`config.mk`:
```
export PLATFORM = sky130hd
export DESIGN_NAME = pio_cycle_seq
export DESIGN_NICKNAME = d
export VERILOG_FILES = /design/src/rtl/pio_seq_pkg.sv /design/src/rtl/pio_port_split.sv /design/src/rtl/pio_phase_timer.sv /design/src/rtl/pio_ready_guard.sv /design/src/rtl/pio_cycle_seq.sv
export SDC_FILE = /design/constraint.sdc
export NUM_CORES = 1
export LEC_CHECK = 0
export CAP_MARGIN = 10
export CORE_UTILIZATION = 46
export CTS_CLUSTER_SIZE = 10
export DETAILED_ROUTE_END_ITERATION = 7
export HOLD_SLACK_MARGIN = 0.08
export PLACE_DENSITY = 0.89
export SLEW_MARGIN = 20
export SYNTH_ARGS = -nofsm -noshare
export SYNTH_HDL_FRONTEND = slang
export SYNTH_SLANG_ARGS = --single-unit
```
`constraint.sdc`:
```
create_clock -name clk -period 3.6 [get_ports clk]
set_input_delay 0.9 -clock clk [delete_from_list [all_inputs] [get_ports clk]]
set_output_delay 0.9 -clock clk [all_outputs]
set_load 0.05 [all_outputs]
```
`src/rtl/pio_seq_pkg.sv`:
```
// Package: shared phase encoding and the nanosecond-to-cycle conversion
// used by the PIO cycle sequencer. Assumes integer MHz clock rates.
package pio_seq_pkg;

    typedef enum logic [2:0] {
        PH_IDLE   = 3'd0,
        PH_SETUP  = 3'd1,
        PH_STROBE = 3'd2,
        PH_WAIT   = 3'd3,
        PH_RECOV  = 3'd4
    } pio_phase_e;

    // Rounds ns * MHz / 1000 upward, never below one cycle.
    function automatic int ns_to_cyc(input int ns, input int mhz);
        int c;
        c = (ns * mhz + 999) / 1000;
        if (c < 1) c = 1;
        return c;
    endfunction

endpackage

```
`src/rtl/pio_port_split.sv`:
```
// Splits a host port number into the device address lines and the
// active-low chip select pair. Purely combinational; assumes the port
// is laid out as {cs1_n, cs0_n, address}.
module pio_port_split #(
    parameter int DA_W = 3
) (
    input  logic [DA_W+1:0] port_i,
    output logic [DA_W-1:0] da_o,
    output logic            cs0_n_o,
    output logic            cs1_n_o
);
    // Field extraction: low bits address, next two bits select the block.
    always_comb begin
        da_o    = port_i[DA_W-1:0];
        cs0_n_o = port_i[DA_W];
        cs1_n_o = port_i[DA_W+1];
    end
endmodule

```
`src/rtl/pio_phase_timer.sv`:
```
// Loadable down counter that times one phase. Loading N makes zero_o
// true N cycles later; it then holds at zero. Assumes load values fit
// in CNT_W bits.
module pio_phase_timer #(
    parameter int CNT_W = 4
) (
    input  logic             clk,
    input  logic             rst_n,
    input  logic             load_i,
    input  logic [CNT_W-1:0] load_val_i,
    output logic             zero_o
);
    logic [CNT_W-1:0] cnt_q;

    // Count down toward zero, reloading on request.
    always_ff @(posedge clk) begin
        if (!rst_n)              cnt_q <= '0;
        else if (load_i)         cnt_q <= load_val_i;
        else if (cnt_q != '0)    cnt_q <= cnt_q - 1'b1;
    end

    assign zero_o = (cnt_q == '0);
endmodule

```
`src/rtl/pio_ready_guard.sv`:
```
// Watchdog for the device-ready wait. While active_i is high it counts
// cycles and raises expire_o on the LIMIT-th active cycle. LIMIT = 0
// removes the watchdog entirely.
module pio_ready_guard #(
    parameter int LIMIT = 64
) (
    input  logic clk,
    input  logic rst_n,
    input  logic active_i,
    output logic expire_o
);
    generate
        if (LIMIT == 0) begin : g_off
            logic unused_in;
            assign unused_in = clk ^ rst_n ^ active_i;
            assign expire_o  = 1'b0;
        end else begin : g_on
            localparam int W = $clog2(LIMIT + 1);
            localparam logic [W-1:0] LAST = W'(LIMIT - 1);
            logic [W-1:0] wait_q;

            // Count cycles spent waiting; restart whenever the wait ends.
            always_ff @(posedge clk) begin
                if (!rst_n || !active_i) wait_q <= '0;
                else if (wait_q != LAST) wait_q <= wait_q + 1'b1;
            end

            assign expire_o = active_i && (wait_q == LAST);
        end
    endgenerate
endmodule

```
`src/rtl/pio_cycle_seq.sv`:
```
// PIO register cycle sequencer. Runs one read or write cycle per
// request: setup, minimum strobe, ready wait, recovery. All device pins
// are registered. Assumes the host waits for rsp_done before its next
// request; requests during a cycle are dropped.
module pio_cycle_seq
    import pio_seq_pkg::*;
#(
    parameter int CLK_MHZ     = 125,
    parameter int T_SETUP_NS  = 25,
    parameter int T_STROBE_NS = 70,
    parameter int T_RECOV_NS  = 25,
    parameter int TIMEOUT_CYC = 64,
    parameter int DATA_W      = 16,
    parameter int DA_W        = 3
) (
    input  logic              clk,
    input  logic              rst_n,
    input  logic              req_valid,
    input  logic              req_write,
    input  logic [DA_W+1:0]   req_port,
    input  logic [DATA_W-1:0] req_wdata,
    output logic [DATA_W-1:0] rsp_rdata,
    output logic              rsp_done,
    output logic              rsp_timeout,
    output logic              ata_cs0_n,
    output logic              ata_cs1_n,
    output logic [DA_W-1:0]   ata_da,
    output logic              ata_dior_n,
    output logic              ata_diow_n,
    output logic [DATA_W-1:0] ata_dout,
    output logic              ata_doe,
    input  logic [DATA_W-1:0] ata_din,
    input  logic              ata_iordy
);
    localparam int SETUP_CYC  = ns_to_cyc(T_SETUP_NS,  CLK_MHZ);
    localparam int STROBE_CYC = ns_to_cyc(T_STROBE_NS, CLK_MHZ);
    localparam int RECOV_CYC  = ns_to_cyc(T_RECOV_NS,  CLK_MHZ);
    localparam int MAX_CYC    = (SETUP_CYC > STROBE_CYC) ?
                                ((SETUP_CYC > RECOV_CYC) ? SETUP_CYC : RECOV_CYC) :
                                ((STROBE_CYC > RECOV_CYC) ? STROBE_CYC : RECOV_CYC);
    localparam int CNT_W      = $clog2(MAX_CYC + 1);
    localparam logic [CNT_W-1:0] SETUP_LD  = CNT_W'(SETUP_CYC - 1);
    localparam logic [CNT_W-1:0] STROBE_LD = CNT_W'(STROBE_CYC - 1);
    localparam logic [CNT_W-1:0] RECOV_LD  = CNT_W'(RECOV_CYC - 1);

    pio_phase_e        phase_q;
    logic              write_q;
    logic              err_q;
    logic              tmr_load;
    logic [CNT_W-1:0]  tmr_val;
    logic              tmr_zero;
    logic              wd_expire;
    logic [DA_W-1:0]   split_da;
    logic              split_cs0_n;
    logic              split_cs1_n;
    logic              accept;
    logic              strobe_go;
    logic              release_go;
    logic              finish_go;

    pio_port_split #(.DA_W(DA_W)) u_split (
        .port_i  (req_port),
        .da_o    (split_da),
        .cs0_n_o (split_cs0_n),
        .cs1_n_o (split_cs1_n)
    );

    pio_phase_timer #(.CNT_W(CNT_W)) u_timer (
        .clk        (clk),
        .rst_n      (rst_n),
        .load_i     (tmr_load),
        .load_val_i (tmr_val),
        .zero_o     (tmr_zero)
    );

    pio_ready_guard #(.LIMIT(TIMEOUT_CYC)) u_guard (
        .clk      (clk),
        .rst_n    (rst_n),
        .active_i (phase_q == PH_WAIT),
        .expire_o (wd_expire)
    );

    // Phase transition events decoded from the current phase and timers.
    always_comb begin
        accept     = (phase_q == PH_IDLE) && req_valid;
        strobe_go  = (phase_q == PH_SETUP) && tmr_zero;
        release_go = ((phase_q == PH_STROBE) && tmr_zero && ata_iordy) ||
                     ((phase_q == PH_WAIT) && (ata_iordy || wd_expire));
        finish_go  = (phase_q == PH_RECOV) && tmr_zero;
    end

    // Timer reload selection for the phase being entered.
    always_comb begin
        tmr_load = accept || strobe_go || release_go;
        if (accept)         tmr_val = SETUP_LD;
        else if (strobe_go) tmr_val = STROBE_LD;
        else                tmr_val = RECOV_LD;
    end

    // Phase register: walks setup, strobe, wait, recovery, idle.
    always_ff @(posedge clk) begin
        if (!rst_n) begin
            phase_q <= PH_IDLE;
        end else begin
            case (phase_q)
                PH_IDLE:   if (accept)    phase_q <= PH_SETUP;
                PH_SETUP:  if (strobe_go) phase_q <= PH_STROBE;
                PH_STROBE: if (tmr_zero)  phase_q <= ata_iordy ? PH_RECOV : PH_WAIT;
                PH_WAIT:   if (release_go) phase_q <= PH_RECOV;
                PH_RECOV:  if (finish_go) phase_q <= PH_IDLE;
                default:                  phase_q <= PH_IDLE;
            endcase
        end
    end

    // Address, chip selects, outgoing data and its enable for one cycle.
    always_ff @(posedge clk) begin
        if (!rst_n || finish_go) begin
            ata_cs0_n <= 1'b1;
            ata_cs1_n <= 1'b1;
            ata_da    <= '0;
            ata_dout  <= '0;
            ata_doe   <= 1'b0;
            write_q   <= 1'b0;
        end else if (accept) begin
            ata_cs0_n <= split_cs0_n;
            ata_cs1_n <= split_cs1_n;
            ata_da    <= split_da;
            ata_dout  <= req_write ? req_wdata : '0;
            ata_doe   <= req_write;
            write_q   <= req_write;
        end
    end

    // Strobe drive: only the strobe matching the direction ever falls.
    always_ff @(posedge clk) begin
        if (!rst_n || release_go) begin
            ata_dior_n <= 1'b1;
            ata_diow_n <= 1'b1;
        end else if (strobe_go) begin
            ata_dior_n <= write_q;
            ata_diow_n <= !write_q;
        end
    end

    // Read capture on the edge that raises the read strobe.
    always_ff @(posedge clk) begin
        if (!rst_n)                     rsp_rdata <= '0;
        else if (release_go && !write_q) rsp_rdata <= ata_din;
    end

    // Timeout flag for the cycle in flight, cleared by the next request.
    always_ff @(posedge clk) begin
        if (!rst_n || accept)  err_q <= 1'b0;
        else if (release_go)   err_q <= !ata_iordy;
    end

    // Completion pulse and its timeout qualifier.
    always_ff @(posedge clk) begin
        if (!rst_n) begin
            rsp_done    <= 1'b0;
            rsp_timeout <= 1'b0;
        end else begin
            rsp_done    <= finish_go;
            rsp_timeout <= finish_go && err_q;
        end
    end

    // ---------------- assertions ----------------
    localparam int RUN_W = $clog2(STROBE_CYC + 2);
    logic [RUN_W-1:0] low_run_q;
    logic             strb_low;
    assign strb_low = !(ata_dior_n && ata_diow_n);

    // Checker state: length of the current strobe-low run, saturating.
    always_ff @(posedge clk) begin
        if (!rst_n || !strb_low)            low_run_q <= '0;
        else if (low_run_q != RUN_W'(STROBE_CYC)) low_run_q <= low_run_q + 1'b1;
    end

    p_one_strobe_r5: assert property (@(posedge clk) disable iff (!rst_n)
        !(!ata_dior_n && !ata_diow_n));

    p_strobe_min_r2: assert property (@(posedge clk) disable iff (!rst_n)
        $rose(ata_dior_n && ata_diow_n) |-> (low_run_q == RUN_W'(STROBE_CYC)));

    p_release_ready_r3: assert property (@(posedge clk) disable iff (!rst_n)
        $rose(ata_dior_n && ata_diow_n) |-> ($past(ata_iordy) || err_q));

    p_idle_bus_r8: assert property (@(posedge clk) disable iff (!rst_n)
        (phase_q == PH_IDLE) |-> (ata_cs0_n && ata_cs1_n && ata_dior_n && ata_diow_n && !ata_doe));

    p_done_pulse_r9: assert property (@(posedge clk) disable iff (!rst_n)
        rsp_done |=> !rsp_done);

    p_no_drive_on_read_r6: assert property (@(posedge clk) disable iff (!rst_n)
        ata_doe |-> ata_dior_n);

    p_addr_stable_r1: assert property (@(posedge clk) disable iff (!rst_n)
        (strb_low && $past(strb_low)) |-> ($stable(ata_da) && $stable(ata_cs0_n) && $stable(ata_cs1_n)));

    p_timeout_with_done_r10: assert property (@(posedge clk) disable iff (!rst_n)
        rsp_timeout |-> rsp_done);

endmodule

```
### Word-level counts from Yosys, hierarchy flattened

Cells that the tools add are included.

| operators by class | value |
|---|---|
| add/subtract/negate cells | 2 |
| $mul | 0 |
| divide/modulo/power cells | 0 |
| magnitude comparators | 0 |
| eq/ne operators | 11 |
| shift-type cells | 0 |
| mux-type cells | 12 |
| bitwise operators | 0 |
| reduce and logical (&&, ||, !) cells | 26 |

Operators with widths:

| kind | number |
|---|---|
| 2-to-1 mux 3 bit | 6 |
| 2-to-1 mux 16 bit | 1 |
| 2-to-1 mux 4 bit | 4 |
| one-hot mux 3 bit (5 select lines) | 1 |
| inequality test 2 bit, second input constant | 5 |
| logical AND 1 bit | 9 |
| logical OR 1 bit | 8 |
| adder 7 x 1 -> 7 bit, second input constant | 1 |
| == test 7 x 6 -> 1 bit, second input constant | 1 |
| inequality test 7 x 6 -> 1 bit, second input constant | 1 |
| == test 3 x 2 -> 1 bit, second input constant | 2 |
| AND reduction 5 bit | 1 |
| logical NOT 1 bit | 4 |
| logical NOT 4 bit | 1 |
| nonzero test 4 bit | 1 |
| subtractor 4 x 1 -> 4 bit, second input constant | 1 |
| == test 3 x 1 -> 1 bit, second input constant | 1 |
| == test 3 bit, second input constant | 1 |
| logical NOT 3 bit | 1 |
| nonzero test 2 bit | 1 |

| word-level totals | value |
|---|---|
| register bits | 57 |
| bits in latches | 0 |
| memory bits (writable) | 0 |
| memory bits (read-only) | 0 |
| input bits | 42 |
| memories | 0 |

### Depth between registers and ports, before layout

Gate-level depths: netlist of the first run.

| logic depth | value |
|---|---|
| depth in word-level cells | 7 |
| gate-level depth with buffers | 8 |

### Modules after synthesis

From an unflattened synthesis of the first run, not the netlist that was laid out.

| second synthesis, totals | value |
|---|---|
| cells, all modules | 291 |
| area total of the unflattened synthesis | 2,508.7 µm² |

Modules (own cells, without submodules):

| module | instances | cells each | area an instance (µm²) | sequential area each (µm²) |
|---|---|---|---|---|
| pio_cycle_seq | 1 | 229 | 1,901.8 | 920.9 |
| pio_ready_guard | 1 | 34 | 339.1 | 140.1 |
| pio_phase_timer | 1 | 23 | 230.2 | 80.1 |
| pio_port_split | 1 | 5 | 37.5 | 0.0 |

### Least setup slack after synthesis of the first run

No wires, ideal clock.

| path | value |
|---|---|
| path kind | in2reg |
| from | input port ata_iordy |
| to | register rsp_rdata[10] |
| library setup time | 0.072 ns |
| arrival time | 1.816 ns |
| data required time | 3.528 ns |
| slack | 1.712 ns |
| stages | 4 |
| cell sequence | a31oi_4 -> nor4_4 -> buf_6 -> mux2i_1 |

| on the way | value |
|---|---|
| cells in the longest elaborated chain, start to end | 4 |
| elaborated cells on any way between the ends | 5 |
| classes of those cells | reduce/logical: 5 |

Ends and longest elaborated chain:

| element | line | source |
|---|---|---|
| start: declaration | pio_cycle_seq.sv:33 | `input logic ata_iordy` |
| logical OR 1 bit | pio_cycle_seq.sv:88 | `((phase_q == PH_WAIT) && (ata_iordy \|\| wd_expire));` |
| logical AND 1 bit | pio_cycle_seq.sv:88 |  |
| logical OR 1 bit * | pio_cycle_seq.sv:87 | `release_go = ((phase_q == PH_STROBE) && tmr_zero && ata_iordy) \|\|` |
| logical AND 1 bit * | pio_cycle_seq.sv:149 | `else if (release_go && !write_q) rsp_rdata <= ata_din;` |
| end signal: assignment | pio_cycle_seq.sv:149 |  |
| end: declaration | pio_cycle_seq.sv:22 | `output logic [DATA_W-1:0] rsp_rdata,` |

Mark *: on every way between the ends. The rest lies on a longest branch, timed or not.
A chain may end at the register's enable or synchronous reset.

==> impl_metrics.py, run 1 <==
metrics = {
    "run_status": {
        "status": "finished, final reports clean",
    },
    "placement": {
        "dpl-instance-area_um2": 3200,
        "port_buffers": 83,
        "hpwl_mm": 3.69,
        "globalplace.congestion": 0.830,
    },
    "timing": {
        "slew_headroom": 0.542,
        "setup_violations": 0,
        "final_hold_viol_count": 0,
        "rsz0062_at_grt": "no",
        "fin_crit_ns": 2.57,
        "fmaxAchievable_mhz": 389,
        "setup_tns_ns": 0,
        "period_share": 0.714,
        "hold_ws_ns": 0.424,
        "maxSlewViolCount": 0,
        "finClkSkew_ns": 0.00591,
        "worstMarginPinSlew_ns": 0.686,
    },
    "clocking": {
        "cts_buffers": 9,
        "cts_resized": 0,
        "clk_latency_ns": 0.33,
        "post_cts_buffers": 0,
        "clock_sinks": 57,
        "cts_tree": "yes",
        "cts_root_buf": "clkbuf_8",
        "cts_hold_repair.buffers": 0,
        "clkTransAtPathRegs_ns": 0.06,
        "max-clock-path-buffers": 2,
        "h-tree-depth": 3,
    },
    "grt": {
        "grt_pass1_wl_mm": 8.33,
        "gr-total-overflow": 0,
        "groute.usage.overall": 0.207,
        "antenna_found_initial": 0,
        "grt_max_degree": 35,
        "first_global_vias": 1974,
    },
    "routing": {
        "post_drt_via_cell_ratio": 5.09,
        "firstDrtPassIters": 4,
        "routed_wl_mm": 5.19,
        "drt_iter0_markers": 80,
        "avgRoutedWirePerCell_um": 12.6,
        "ant_nets": 0,
        "vias": 2102,
        "drc_errors": 0,
    },
    "logic_synthesis": {
        "syn_avg_cell_area_um2": 9.10,
        "syn_nets": 303,
        "ys_types": 47,
        "synth_seq_cells": 57,
        "synth_largest_area_cell": "dfxtp_1",
        "yosys_warnings": 0,
        "syn-instance-count": 258,
        "async_reset_ff_frac": 0,
        "netlist.area_leader.share": 0.486,
        "ys_seq_area_frac": 0.486,
        "synth_area_um2": 2350,
        "synth_edf_count": 0,
        "synth_top_cells_by_area": "dfxtp_1 49%, nand2_1 10%, mux2i_1 8.5%",
        "synth_ff_type": "dfxtp_1",
    },
    "finish": {
        "mostFrequentLayoutCells": "83 x clkdlybuf4s50_1, 63 x nand2_1, 57 x dfxtp_1, 24 x a21oi_1, 21 x nand3_1",
        "final_cell_area_um2": 3400,
        "final_nets": 386,
        "finish.utilization": 0.705,
        "fillers": 404,
        "diodes": 0,
        "final_layout_size_suffix_gt1_frac": 0.0867,
        "area_growth_pct": 44.6,
        "final_common_cell": "clkdlybuf4s50_1",
    },
    "power": {
        "cellPowerDensity_nw_per_um2": 583,
        "ir_worst_vdd_mv": 0.306,
        "leakagePower_nw": 1.24,
        "p_total_mw": 1.98,
    },
    "setup_path": {
        "r2r_start": "u_timer.cnt_q[0]",
        "path_buf_inv": 1,
        "crit_required_ns": 2.70,
        "cp.arrival_ns": 1.67,
        "crit_path_cell_trace": "clkdlybuf4s50_1",
        "critPathSlowestCell": "clkdlybuf4s50_1",
        "crit_path_start": "write_q",
        "crit_family": "buffers and inverters",
        "crit_fanout": 5,
        "crit_path_end_kind": "output port",
        "crit_type": "reg2out",
        "slowest_delay_ns": 0.86,
        "start_kind": "flop",
    },
    "worst_hold_path": {
        "hold_class": "reg2reg",
        "worstHoldStart": "u_guard.g_on.wait_q[6]",
    },
    "job": {
        "maxCapViolations": 0,
    },
    "floorplanning": {
        "die-area_um2": 5390,
        "initial_core_util": 0.488,
        "io_pins": 84,
        "core-area_um2": 4820,
        "num_rows": 25,
        "die_h_um": 73.5,
        "die_x_um": 73.5,
    },
}
[power breakdown]
group | internal [mW] | switching [mW] | total (mW)
registers | 0.702 | 0.0599 | 0.762
clock network | 0.323 | 0.235 | 0.557
logic | 0.272 | 0.390 | 0.662
total | 1.30 | 0.685 | 1.98
[Yosys cell counts, types with 2 or more instances]
master / number
xnor2_1: 5
clkbuf_1: 8
clkbuf_8: 2
nand3_1: 21
dfxtp_1: 57
nand2_1: 63
buf_2: 2
ha_1: 3
a211oi_1: 2
inv_1: 5
nand3b_1: 2
nor2_1: 9
nand4_1: 2
mux2i_1: 20
o21a_1: 2
a21oi_1: 24
[metrics by stage]
step / instances / setup slack (ns)
2_1_floorplan: 258 / 1.71
3_5_place_dp: 397 / 1.17
5_1_grt: 413 / 0.976
4_1_cts: 413 / 1.01
6_report: 413 / 1.03
3_3_place_gp: 397 / 1.22
[registers in the layout (all words and copies together) (netlist names)]
register	flops
ata_cs0_n	1
ata_cs1_n	1
ata_da	3
ata_dior_n	1
ata_diow_n	1
ata_dout	16
err_q	1
phase_q	3
rsp_done	1
rsp_rdata	16
rsp_timeout	1
u_guard.g_on.wait_q	7
u_timer.cnt_q	4
write_q	1
[final timing paths]
path              slack [ns]  depth (start not counted)                     end
setup / recovery        1.03                          1                 ata_doe
hold / removal          0.42                          2  u_guard.g_on.wait_q[6]
setup reg to reg        1.60                          7             ata_dout[3]
hold reg to reg         0.42                          2  u_guard.g_on.wait_q[6]
[cell type report]
class	count	area [um2]	share of cell area
timing repair buffer	88	868	0.256
clock buffer	14	183	0.0538
multi-input combinational	179	1090	0.320
tap	67	83.8	0.0247
inverter	6	22.5	0.00663
clock inverter	2	10.0	0.00295
sequential	57	1140	0.336
[cells by family (layout without fill, tap and decap cells)]
logic type / count (synthesis) / in the layout / synth area share
AND/OR/NAND/NOR: 109 / 109 / 0.222
XOR/XNOR: 6 / 6 / 0.0224
buffers and inverters: 22 / 110 / 0.0543
multiplexers: 21 / 21 / 0.0900
flip-flops: 57 / 57 / 0.486
adder cells (fa/ha/maj): 3 / 3 / 0.0160
AO/OA/AOI/OAI: 40 / 40 / 0.110
[metal layers]
layer  GRT usage  up-vias  routed length (um)
met1       0.224      964                2170
met2       0.349       77                2430
met5           0        -                   0
met4       0.109        0                 121
met3      0.0823       10                 467
li1            -     1051                   -
Power figures use the tool's default switching activity.
==> inputs of run 2 (changes only) <==
--- a/config.mk
+++ b/config.mk
@@ -6,11 +6,11 @@
 export NUM_CORES = 1
 export LEC_CHECK = 0
 export CAP_MARGIN = 10
-export CORE_UTILIZATION = 46
+export CORE_UTILIZATION = 44
 export CTS_CLUSTER_SIZE = 10
 export DETAILED_ROUTE_END_ITERATION = 7
 export HOLD_SLACK_MARGIN = 0.08
-export PLACE_DENSITY = 0.89
+export PLACE_DENSITY = 0.86
 export SLEW_MARGIN = 20
 export SYNTH_ARGS = -nofsm -noshare
 export SYNTH_HDL_FRONTEND = slang
==> constraint.sdc (replaced) <==
create_clock -name clk -period 2.51 [get_ports clk]
set_input_delay 0.6275 -clock clk [delete_from_list [all_inputs] [get_ports clk]]
set_output_delay 0.6275 -clock clk [all_outputs]
set_load 0.05 [all_outputs]
==> impl_metrics.py, run 2 (synthesis gave the netlist of run 1 again) <==
metrics = {
    "run_status": {
        "status": "finished, final reports clean",
    },
    "timing": {
        "slew_headroom": 0.594,
        "final_hold_viol_count": 0,
        "fin_crit_ns": 2.29,
        "rsz0062_at_grt": "no",
        "worstMarginPinSlew_ns": 0.607,
        "setup_violations": 0,
        "hold_ws_ns": 0.450,
        "setup_tns_ns": 0,
        "maxSlewViolCount": 0,
        "fmaxAchievable_mhz": 437,
        "period_share": 0.912,
        "fin_ws_ns": 0.221,
        "finClkSkew_ns": 0.00558,
    },
    "setup_path": {
        "critPathSlowestCell": "clkdlybuf4s50_1",
        "slowest_delay_ns": 0.86,
        "crit_path_end_kind": "output port",
        "timing.rr.end": "err_q",
        "path_buf_inv": 1,
        "crit_family": "buffers and inverters",
        "start_kind": "flop",
        "r2r_start": "u_timer.cnt_q[0]",
        "r2r_cells": 7,
        "crit_fanout": 5,
        "cp.arrival_ns": 1.66,
        "crit_type": "reg2out",
        "crit_required_ns": 1.88,
        "reg2reg_slack_ns": 0.58,
        "crit_path_cell_trace": "clkdlybuf4s50_1",
    },
    "finish": {
        "finish.utilization": 0.669,
        "final_nets": 389,
        "diodes": 0,
        "area_growth_pct": 46.4,
        "final_common_cell": "clkdlybuf4s50_1",
        "final_layout_size_suffix_gt1_frac": 0.0917,
        "mostFrequentLayoutCells": "83 x clkdlybuf4s50_1, 63 x nand2_1, 57 x dfxtp_1, 24 x a21oi_1, 21 x nand3_1",
        "final_cell_area_um2": 3440,
        "largest_registers": "ata_dout: 16 flops, rsp_rdata: 16 flops, u_guard.g_on.wait_q: 7 flops",
    },
    "clocking": {
        "clk_latency_ns": 0.33,
        "h-tree-depth": 3,
        "cts_root_buf": "clkbuf_8",
        "post_cts_buffers": 0,
        "clkTransAtPathRegs_ns": 0.06,
        "cts_buffers": 9,
        "cts_resized": 0,
        "clock_sinks": 57,
        "cts_tree": "yes",
        "max-clock-path-buffers": 2,
        "cts_hold_repair.buffers": 0,
    },
    "floorplanning": {
        "initial_core_util": 0.457,
        "die-area_um2": 5630,
        "io_pins": 84,
        "die_h_um": 75.1,
        "die_x_um": 75.1,
        "num_rows": 26,
        "core-area_um2": 5140,
    },
    "worst_hold_path": {
        "hold_end": "u_guard.g_on.wait_q[6]",
        "hold_depth": 2,
        "worstHoldStart": "u_guard.g_on.wait_q[6]",
        "hold_class": "reg2reg",
    },
    "power": {
        "cellPowerDensity_nw_per_um2": 857,
        "ir_worst_vdd_mv": 0.398,
        "leakagePower_nw": 1.26,
    },
    "grt": {
        "groute.usage.overall": 0.213,
        "first_global_vias": 1968,
        "antenna_found_initial": 0,
        "grt_max_degree": 23,
        "grt_pass1_wl_mm": 8.85,
        "gr-total-overflow": 0,
    },
    "routing": {
        "vias": 2122,
        "drc_errors": 0,
        "routed_wl_mm": 5.49,
        "firstDrtPassIters": 4,
        "avgRoutedWirePerCell_um": 13.1,
        "drt_iter0_markers": 59,
        "post_drt_via_cell_ratio": 5.06,
        "ant_nets": 0,
    },
    "placement": {
        "dpl-instance-area_um2": 3230,
        "pre_cts_slack_ns": 0.331,
        "hpwl_mm": 3.96,
        "globalplace.congestion": 0.858,
        "port_buffers": 83,
    },
    "job": {
        "maxCapViolations": 0,
    },
}
[run 2: worst max-delay path by stage]
stage / start / cells after the start / slack (ns) / end
after global placement: ata_iordy / 4 / 0.39 / u_timer.cnt_q[3]
after floorplan: u_guard.g_on.wait_q[0] / 6 / 0.71 / rsp_rdata[10]
final: write_q / 1 / 0.22 / ata_doe
after detailed placement: ata_iordy / 4 / 0.33 / err_q
after global routing: write_q / 1 / 0.14 / ata_doe
after CTS: write_q / 1 / 0.20 / ata_doe
[run 2: layout make-up]
type | count | area, um2
Clock buffer | 14 | 173
Inverter | 6 | 22.5
Multi-Input combinational cell | 179 | 1090
Clock inverter | 2 | 35.0
Timing Repair Buffer | 91 | 891
Fill cell | 442 | 1700
Sequential cell | 57 | 1140
Tap cell | 70 | 87.6
[run 2: through the flow]
step | total power, mW | std cells
final | 2.95 | 419
after global routing | 3.12 | 419
after CTS | 2.98 | 419
after detailed placement | 2.09 | 403
after global placement | 2.07 | 403
after floorplan | 1.77 | 258
[run 2: report_power, final]
part | switching, mW | internal (mW)
registers | 0.0867 | 1.01
clock network | 0.330 | 0.539
logic | 0.574 | 0.410
total | 0.991 | 1.96
[run 2: worst register-to-register path: stages, from the launching register on]
cell	delay [ns]
dfxtp_1	0.33
inv_1	0.09
ha_1	0.16
nor3b_2	0.21
buf_4	0.20
a21oi_2	0.11
o31ai_1	0.51
o32ai_1	0.18
[run 2: layer usage]
layer  routed length (um)  vias to the layer above  GRT usage
met5                    0                        -          0
met4                  114                        0      0.113
met2                 2650                       84      0.344
met3                  426                       12     0.0857
li1                     -                     1050          -
met1                 2310                      976      0.243
